## src/rtl/pwm2_pkg.sv

```systemverilog
package pwm2_pkg;
  localparam int NCH = 2;
  localparam int PW  = 16;

  typedef enum logic {PH_HI = 1'b0, PH_LO = 1'b1} phase_e;

  localparam logic [7:0] CODE_MASK = 8'h1F;

  function automatic logic [7:0] hi_code(input int c);
    return 8'h10 + 8'(2 * c);
  endfunction

  function automatic logic [7:0] lo_code(input int c);
    return 8'h11 + 8'(2 * c);
  endfunction

  function automatic logic [7:0] burst_code(input int c);
    return 8'h14 + 8'(c);
  endfunction

  // a zero period is timed as one tick
  function automatic logic [PW-1:0] clamp_period(input logic [PW-1:0] p);
    return (p == '0) ? PW'(1) : p;
  endfunction

  function automatic logic is_known(input logic [7:0] code);
    logic k;
    k = (code == CODE_MASK);
    for (int c = 0; c < NCH; c++)
      k = k | (code == hi_code(c)) | (code == lo_code(c)) | (code == burst_code(c));
    return k;
  endfunction
endpackage

```

## src/rtl/pwm2_tick.sv

```systemverilog
module pwm2_tick #(
  parameter int DIV = 5000
) (
  input  logic clk,
  input  logic rst_n,
  output logic tick
);
  generate
    if (DIV <= 1) begin : g_pass
      assign tick = 1'b1;
    end else begin : g_div
      localparam int CW = $clog2(DIV);
      logic [CW-1:0] cnt;
      assign tick = (cnt == CW'(DIV - 1));
      always_ff @(posedge clk) begin
        if (!rst_n)    cnt <= '0;
        else if (tick) cnt <= '0;
        else           cnt <= cnt + CW'(1);
      end
    end
  endgenerate
endmodule

```

## src/rtl/pwm2_cfg.sv

```systemverilog
module pwm2_cfg
  import pwm2_pkg::*;
(
  input  logic                    clk,
  input  logic                    rst_n,
  input  logic                    cmd_valid,
  input  logic [7:0]              cmd_code,
  input  logic [PW-1:0]           cmd_param,
  input  logic [NCH-1:0]          done,
  output logic [NCH-1:0][PW-1:0]  hi_per,
  output logic [NCH-1:0][PW-1:0]  lo_per,
  output logic [NCH-1:0][PW-1:0]  burst,
  output logic [NCH-1:0]          en_mask
);
  logic mask_wr;
  assign mask_wr = cmd_valid && (cmd_code == CODE_MASK);

  // a command write wins over a self-clear in the same cycle
  always_ff @(posedge clk) begin
    if (!rst_n)       en_mask <= '0;
    else if (mask_wr) en_mask <= cmd_param[NCH-1:0];
    else              en_mask <= en_mask & ~done;
  end

  for (genvar c = 0; c < NCH; c++) begin : g_ch
    always_ff @(posedge clk) begin
      if (!rst_n) begin
        hi_per[c] <= PW'(1);
        lo_per[c] <= PW'(1);
        burst[c]  <= '0;
      end else if (cmd_valid) begin
        if (cmd_code == hi_code(c))    hi_per[c] <= clamp_period(cmd_param);
        if (cmd_code == lo_code(c))    lo_per[c] <= clamp_period(cmd_param);
        if (cmd_code == burst_code(c)) burst[c]  <= cmd_param;
      end
    end
  end
endmodule

```

## src/rtl/pwm2_chan.sv

```systemverilog
module pwm2_chan
  import pwm2_pkg::*;
(
  input  logic          clk,
  input  logic          rst_n,
  input  logic          tick,
  input  logic          en,
  input  logic [PW-1:0] hi_per,
  input  logic [PW-1:0] lo_per,
  input  logic [PW-1:0] burst,
  output logic          pwm,
  output logic          done
);
  phase_e        phase;
  logic [PW-1:0] cnt;
  logic [PW-1:0] left;
  logic          phase_end;

  assign phase_end = en && tick && (cnt <= PW'(1));
  assign done      = phase_end && (phase == PH_LO) && (left == PW'(1));
  assign pwm       = en && (phase == PH_HI);

  always_ff @(posedge clk) begin
    if (!rst_n) begin
      phase <= PH_HI;
      cnt   <= PW'(1);
      left  <= '0;
    end else if (!en) begin
      // parked: keep the start state loaded from the current settings
      phase <= PH_HI;
      cnt   <= hi_per;
      left  <= burst;
    end else if (tick) begin
      if (!phase_end) begin
        cnt <= cnt - PW'(1);
      end else if (phase == PH_HI) begin
        phase <= PH_LO;
        cnt   <= lo_per;
      end else begin
        phase <= PH_HI;
        cnt   <= hi_per;
        if (left != '0) left <= left - PW'(1);
      end
    end
  end
endmodule

```

## src/rtl/pwm2_burst.sv

```systemverilog
module pwm2_burst #(
  parameter int TICK_DIV = 5000
) (
  input  logic        clk,
  input  logic        rst_n,
  input  logic        cmd_valid,
  input  logic [7:0]  cmd_code,
  input  logic [15:0] cmd_param,
  output logic [1:0]  en_mask,
  output logic [1:0]  pwm_out
);
  import pwm2_pkg::*;

  logic                   tick;
  logic [NCH-1:0]         done;
  logic [NCH-1:0][PW-1:0] hi_per;
  logic [NCH-1:0][PW-1:0] lo_per;
  logic [NCH-1:0][PW-1:0] burst;

  pwm2_tick #(.DIV(TICK_DIV)) u_tick (
    .clk(clk), .rst_n(rst_n), .tick(tick)
  );

  pwm2_cfg u_cfg (
    .clk(clk), .rst_n(rst_n), .cmd_valid(cmd_valid), .cmd_code(cmd_code),
    .cmd_param(cmd_param), .done(done), .hi_per(hi_per), .lo_per(lo_per),
    .burst(burst), .en_mask(en_mask)
  );

  for (genvar c = 0; c < NCH; c++) begin : g_chan
    pwm2_chan u_chan (
      .clk(clk), .rst_n(rst_n), .tick(tick), .en(en_mask[c]),
      .hi_per(hi_per[c]), .lo_per(lo_per[c]), .burst(burst[c]),
      .pwm(pwm_out[c]), .done(done[c])
    );
  end
endmodule

```

## config.mk

```make
export PLATFORM = sky130hd
export DESIGN_NAME = pwm2_burst
export DESIGN_NICKNAME = d
export VERILOG_FILES = /design/src/rtl/pwm2_pkg.sv /design/src/rtl/pwm2_tick.sv /design/src/rtl/pwm2_cfg.sv /design/src/rtl/pwm2_chan.sv /design/src/rtl/pwm2_burst.sv
export SDC_FILE = /design/constraint.sdc
export NUM_CORES = 1
export LEC_CHECK = 0
export BUFFER_PORTS_ARGS = -buffer_cell sky130_fd_sc_hd__buf_4
export CORE_UTILIZATION = 56
export DETAILED_ROUTE_END_ITERATION = 16
export PLACE_DENSITY = 0.73
export SLEW_MARGIN = 25
export SYNTH_ARGS = -nofsm -noshare
export SYNTH_HDL_FRONTEND = slang
export SYNTH_SLANG_ARGS = --single-unit
```

## constraint.sdc

```tcl
create_clock -name clk -period 3.4 [get_ports clk]
set_clock_uncertainty 0.1 [all_clocks]
set_input_delay 0.85 -clock clk [delete_from_list [all_inputs] [get_ports clk]]
set_output_delay 0.85 -clock clk [all_outputs]
set_load 0.01 [all_outputs]
```

# [Yosys cells after proc, flatten, opt, wreduce, memory -nomap -nowiden]
# Cells that the tools add are included.
[op_classes] addsub=5 reduce_logical=27 magnitude_cmp=2 n_mux=22 bitwise=5 n_eq_ne=18
[ops] cell="$mux W16" count=19
[ops] cell="$sub A16 B1 Y16 const B" count=4
[ops] cell="$eq A8 B5 Y1 const B" count=7
[ops] cell="$eq A16 B1 Y1 const B" count=2
[ops] cell="$le A16 B1 Y1 const B" count=2
[ops] cell="$reduce_bool A16 Y1" count=2
[ops] cell="$reduce_and A2 Y1" count=10
[ops] cell="$logic_not A16 Y1" count=1
[ops] cell="$ne A2 B1 Y1 const B" count=8
[ops] cell="$add A13 B1 Y13 const B" count=1
[ops] cell="$eq A13 B13 Y1 const B" count=1
[ops] cell="$logic_and A1 B1 Y1" count=11
[ops] cell="$reduce_and A4 Y1" count=2
[ops] cell="$not A1 Y1" count=3
[ops] cell="$and A2 B2 Y2" count=1
[ops] cell="$mux W1" count=2
[ops] cell="$mux W2" count=1
[ops] cell="$not A2 Y2" count=1
[ops] cell="$reduce_or A2 Y1" count=1
[word_totals] ff_bits=177 out_inout_bits=4 in_bits=27

# [Depth between registers and ports, before layout]
[depth] word_depth=8 mapped_depth=9 mapped_depth_nobuf=7

# [Hierarchy]
# A second synthesis with hierarchy kept.
[hier_totals] hier_cells=1033 area_unflattened_um2=9093.7
[modules_own_cells] mod="pwm2_cfg" area_per_inst_um2=3644.7 cells_each=354 instances=1 seq_area_each_um2=1961.9
[modules_own_cells] mod="pwm2_chan (g_chan[0].u_chan)" area_per_inst_um2=2482.4 cells_each=316 instances=1 seq_area_each_um2=660.6
[modules_own_cells] mod="pwm2_chan (g_chan[1].u_chan)" area_per_inst_um2=2401.1 cells_each=299 instances=1 seq_area_each_um2=660.6
[modules_own_cells] mod="pwm2_tick" area_per_inst_um2=565.5 cells_each=64 instances=1 seq_area_each_um2=260.2

# [Least setup slack after synthesis]
# OpenSTA, ideal clock, no wires.
[synth_path] path_type="in2reg" from="input cmd_code[5]" to="register u_cfg.hi_per[23] (netlist bit)" setup_slack_ps=379 path_stages=6 setup_time_ps=128 arrival_ps=2793 cell_sequence="nor4b_1 > nor4bb_1 > clkbuf_1 > buf_2 > mux2i_1 > nor2_1"
[synth_via] elab_chain_len=2
[synth_rtl] element="start, declared" line_no="pwm2_burst.sv:7" rtl="input logic [7:0] cmd_code,"
[synth_rtl] element="$eq A8 B5 Y1" line_no="pwm2_cfg.sv:32" rtl="if (cmd_code == hi_code(c)) hi_per[c] <= clamp_period(cmd_param);"
[synth_rtl] element="$reduce_and A2 Y1 (no line)"
[synth_rtl] element="end signal, assigned by index" line_no="pwm2_cfg.sv:32"
[synth_rtl] element="end, declared" line_no="pwm2_cfg.sv:10" rtl="output logic [NCH-1:0][PW-1:0] hi_per,"
# Every way passes these cells.
# A chain may end at the register's enable or synchronous reset.

# [Final worst setup path]
[layout_path] from="register g_chan[0].u_chan.cnt[2]" to="register g_chan[0].u_chan.left[15]"
[layout_via] elab_chain_len=4
[layout_rtl] element="start, declared" line_no="pwm2_chan.sv:15" rtl="logic [PW-1:0] cnt;"
[layout_rtl] element="start signal, assigned" line_no="pwm2_chan.sv:31" rtl="cnt <= hi_per;"
[layout_rtl] element="start signal, assigned" line_no="pwm2_chan.sv:35" rtl="cnt <= cnt - PW'(1);"
[layout_rtl] element="start signal, assigned" line_no="pwm2_chan.sv:38" rtl="cnt <= lo_per;"
[layout_rtl] element="$le A16 B1 Y1" line_no="pwm2_chan.sv:19" rtl="assign phase_end = en && tick && (cnt <= PW'(1));"
[layout_rtl] element="$logic_and A1 B1 Y1" line_no="pwm2_chan.sv:19"
[layout_rtl] element="$ne A2 B1 Y1 (no line)"
[layout_rtl] element="$reduce_and A4 Y1 (no line)"
[layout_rtl] element="end signal, assigned" line_no="pwm2_chan.sv:32" rtl="left <= burst;"
[layout_rtl] element="end signal, assigned" line_no="pwm2_chan.sv:42" rtl="if (left != '0) left <= left - PW'(1);"
[layout_rtl] element="end, declared" line_no="pwm2_chan.sv:16" rtl="logic [PW-1:0] left;"
# Every way passes these cells.

==> results by group <==
Clocking
  – H-tree Lvls: 4
  – Clock insertion delay at the later pin of the skew report: 440 ps
  – Master cell of the clock root buffer: clkbuf_16
  – Buffer levels on the longest clock path: 2
  – Post-cts resize count: 0
  – Post-CTS setup repair buffer count: 0
  – Clock Sinks: 177
  – Number of buffers added to fix hold violations after cts: 0
  – Register clock-pin slew on the reported worst setup and hold paths: 70 ps
  – Number of buffers created by CTS: 17
  – CTS tree: built

Worst setup path
  – Critical Path Start Type: flop
  – Cell Chain, Critical Path: or4_4, or4_4, or3_4, or4_1, a31oi_1
  – Cell with the biggest individual delay on the critical path: or4_4
  – Worst setup path category: reg -> reg
  – Most frequent cell on the critical path: or4_4
  – Highest cell delay on the worst timing path: 560 ps
  – Worst Path Required: 3660 ps
  – Critical Path Fanout Max: 22
  – Crit path DAT: 3070 ps
  – Critical Path End Type: flop

Yosys
  – Dominant synthesized flop cell: dfxtp_1
  – Sequential cell area fraction in the yosys report: 39.5%
  – Distinct cell type count of the synthesized netlist: 64
  – Share of flip-flops with an asynchronous set or reset: 0%
  – Yosys warning count: 0
  – Post-Synthesis Cell Area: 8970 µm²
  – Number of enable flip-flop cells after synthesis: 0
  – Synth Net Count: 1085
  – Flip-flop and latch count after synthesis: 177
  – Avg Cell Area, Syn: 8.55 µm²
  – Gate count of the mapped netlist: 1049

Power
  – Total power: 4.20 mW
  – Peak supply drop: 0.382 mV
  – Pleak: 3.92 nW
  – Areal power density over the cells: 421 nW/µm²

Floorplanning
  – Number of I/O pins: 31
  – FP Rows: 45
  – Horizontal die dimension: 129 µm
  – Std-Cell Core Area: 15400 µm²
  – Effective utilization at floorplan: 58.1%
  – Die Y-Extent: 129 µm
  – Die area: 16500 µm²

Timing
  – Final cycle utilization of the critical path: 82.7%
  – Final hold slack: 378 ps
  – Slew Viols, Final: 0
  – Maximum clock rate: 0.356 GHz
  – Setup-failing EPs final: 0
  – Endpoints failing hold: 0
  – Headroom to the max-slew limit: 39.4%
  – Aggregate negative setup slack: 0 ps
  – Fin crit period: 2810 ps
  – Worst Slack Setup Final: 588 ps
  – RSZ-0062 raised after global routing: no
  – Slew at the pin closest to its max-slew limit: 901 ps

Global route
  – Vias in the first global route: 7449
  – Global route total overflow: 0
  – Pin count of the biggest net entering global routing: 59
  – Wire length of the first global-routing pass: 38900 µm
  – Overall global routing resource usage: 30.3%
  – Initial antenna violation count: 0

Detailed routing
  – Via density per instance: 6.30
  – Antenna violation net count after detailed routing: 0
  – Routed WL per cell: 18.8 µm
  – Total number of vias: 8025
  – DRT iter0 DRCs: 777
  – First-pass DRT Iterations: 5
  – Routed Wire Length: 23900 µm
  – Count of unresolved DRC violations after routing: 0

Finish
  – Number of nets in the final layout: 1086
  – Final non-filler cell area: 9980 µm²
  – Most used cells in the layout excluding fill and tap cells: dfxtp_1, nor2_1, mux2i_1
  – Commonest non-fill, non-tap cell in the layout: dfxtp_1
  – Count of inserted antenna diode cells: 0
  – Layout Area Growth over Synthesis: 11.3%
  – Post-Route Utilization: 64.7%
  – Final standard cell count with taps included and fillers excluded: 1274
  – Layout cells sized above 1: 11.0%

Hold path
  – Class of the tightest hold or removal check: reg -> reg

Place
  – Last weighted congestion value of the routability-driven placer: 0.889
  – Placed standard-cell area: 9390 µm²
  – Worst setup slack before clock tree synthesis: 627 ps
  – I/O Buffers: 30
  – Inst Count DP: 1242
  – Hpwl dp: 15600 µm

Flow run
  – Max-Cap Viols: 0

Status
  – Status: complete, no violations
## critical path, delay by kind of cell, from the launching register on
family / cells / cell delay (ps)
simple gates: 4 / 2100
compound gates: 1 / 170
flops: 1 / 370
## kinds of logic (layout without fill, tap and decap cells)
family | Yosys count | count (layout) | share of synthesized area, %
AO/OA/AOI/OAI | 209 | 209 | 15.1
XOR/XNOR | 27 | 27 | 2.64
adder cells (fa/ha/maj) | 9 | 9 | 1.26
buffers and inverters | 98 | 112 | 4.40
flip-flops | 177 | 177 | 39.5
multiplexers | 125 | 125 | 14.0
AND/OR/NAND/NOR | 404 | 404 | 23.0
## area by class of cell
cell class	instances	area, µm²
fillers	1312	5450
multi-input cells	774	5050
flip-flops and latches	177	3550
clock buffers	20	457
repair buffers	60	450
well taps	211	264
clock inverters	12	133
inverters	20	76.3
## state kept, by name, summed over array words and instances (netlist names)
name,cells
u_tick.g_div.cnt,13
g_chan.u_chan.left,32
u_cfg.burst,32
g_chan.u_chan.phase,2
u_cfg.hi_per,32
g_chan.u_chan.cnt,32
u_cfg.en_mask,2
u_cfg.lo_per,32
## layer usage
metal	part of all wire (%)	vias to the layer above	track usage, %
met2	46	277	49.0
li1	-	3862	-
met4	2.4	0	11.7
met5	0	-	0
met3	6.6	35	4.37
met1	45	3851	40.9
## where the power goes
part	switching, mW	total [mW]	internal (mW)
clock network	0.847	1.97	1.12
registers	0.00637	2.08	2.08
logic	0.102	0.147	0.0450
total	0.956	4.20	3.25
## synthesized netlist by cell type, drive strengths merged (23+ instances only)
library cell	number	area, µm²
or4	26	203
or3	23	149
a31oi	42	263
nor3	24	120
mux2i	119	1190
nor4	29	181
o21ai	71	355
clkbuf	68	255
nand2	50	188
dfxtp	177	3540
nand3	36	180
nor2	145	544
## final timing paths
check	from	end	slack, ps	cells after the start
setup reg to reg	g_chan[0].u_chan.cnt[2]	g_chan[0].u_chan.left[15]	590	5
setup / recovery	g_chan[0].u_chan.cnt[2]	g_chan[0].u_chan.left[15]	590	5
hold reg to reg	u_cfg.hi_per[17]	g_chan[1].u_chan.cnt[1]	380	2
hold / removal	u_cfg.hi_per[17]	g_chan[1].u_chan.cnt[1]	380	2
Power figures use the tool's default switching activity.
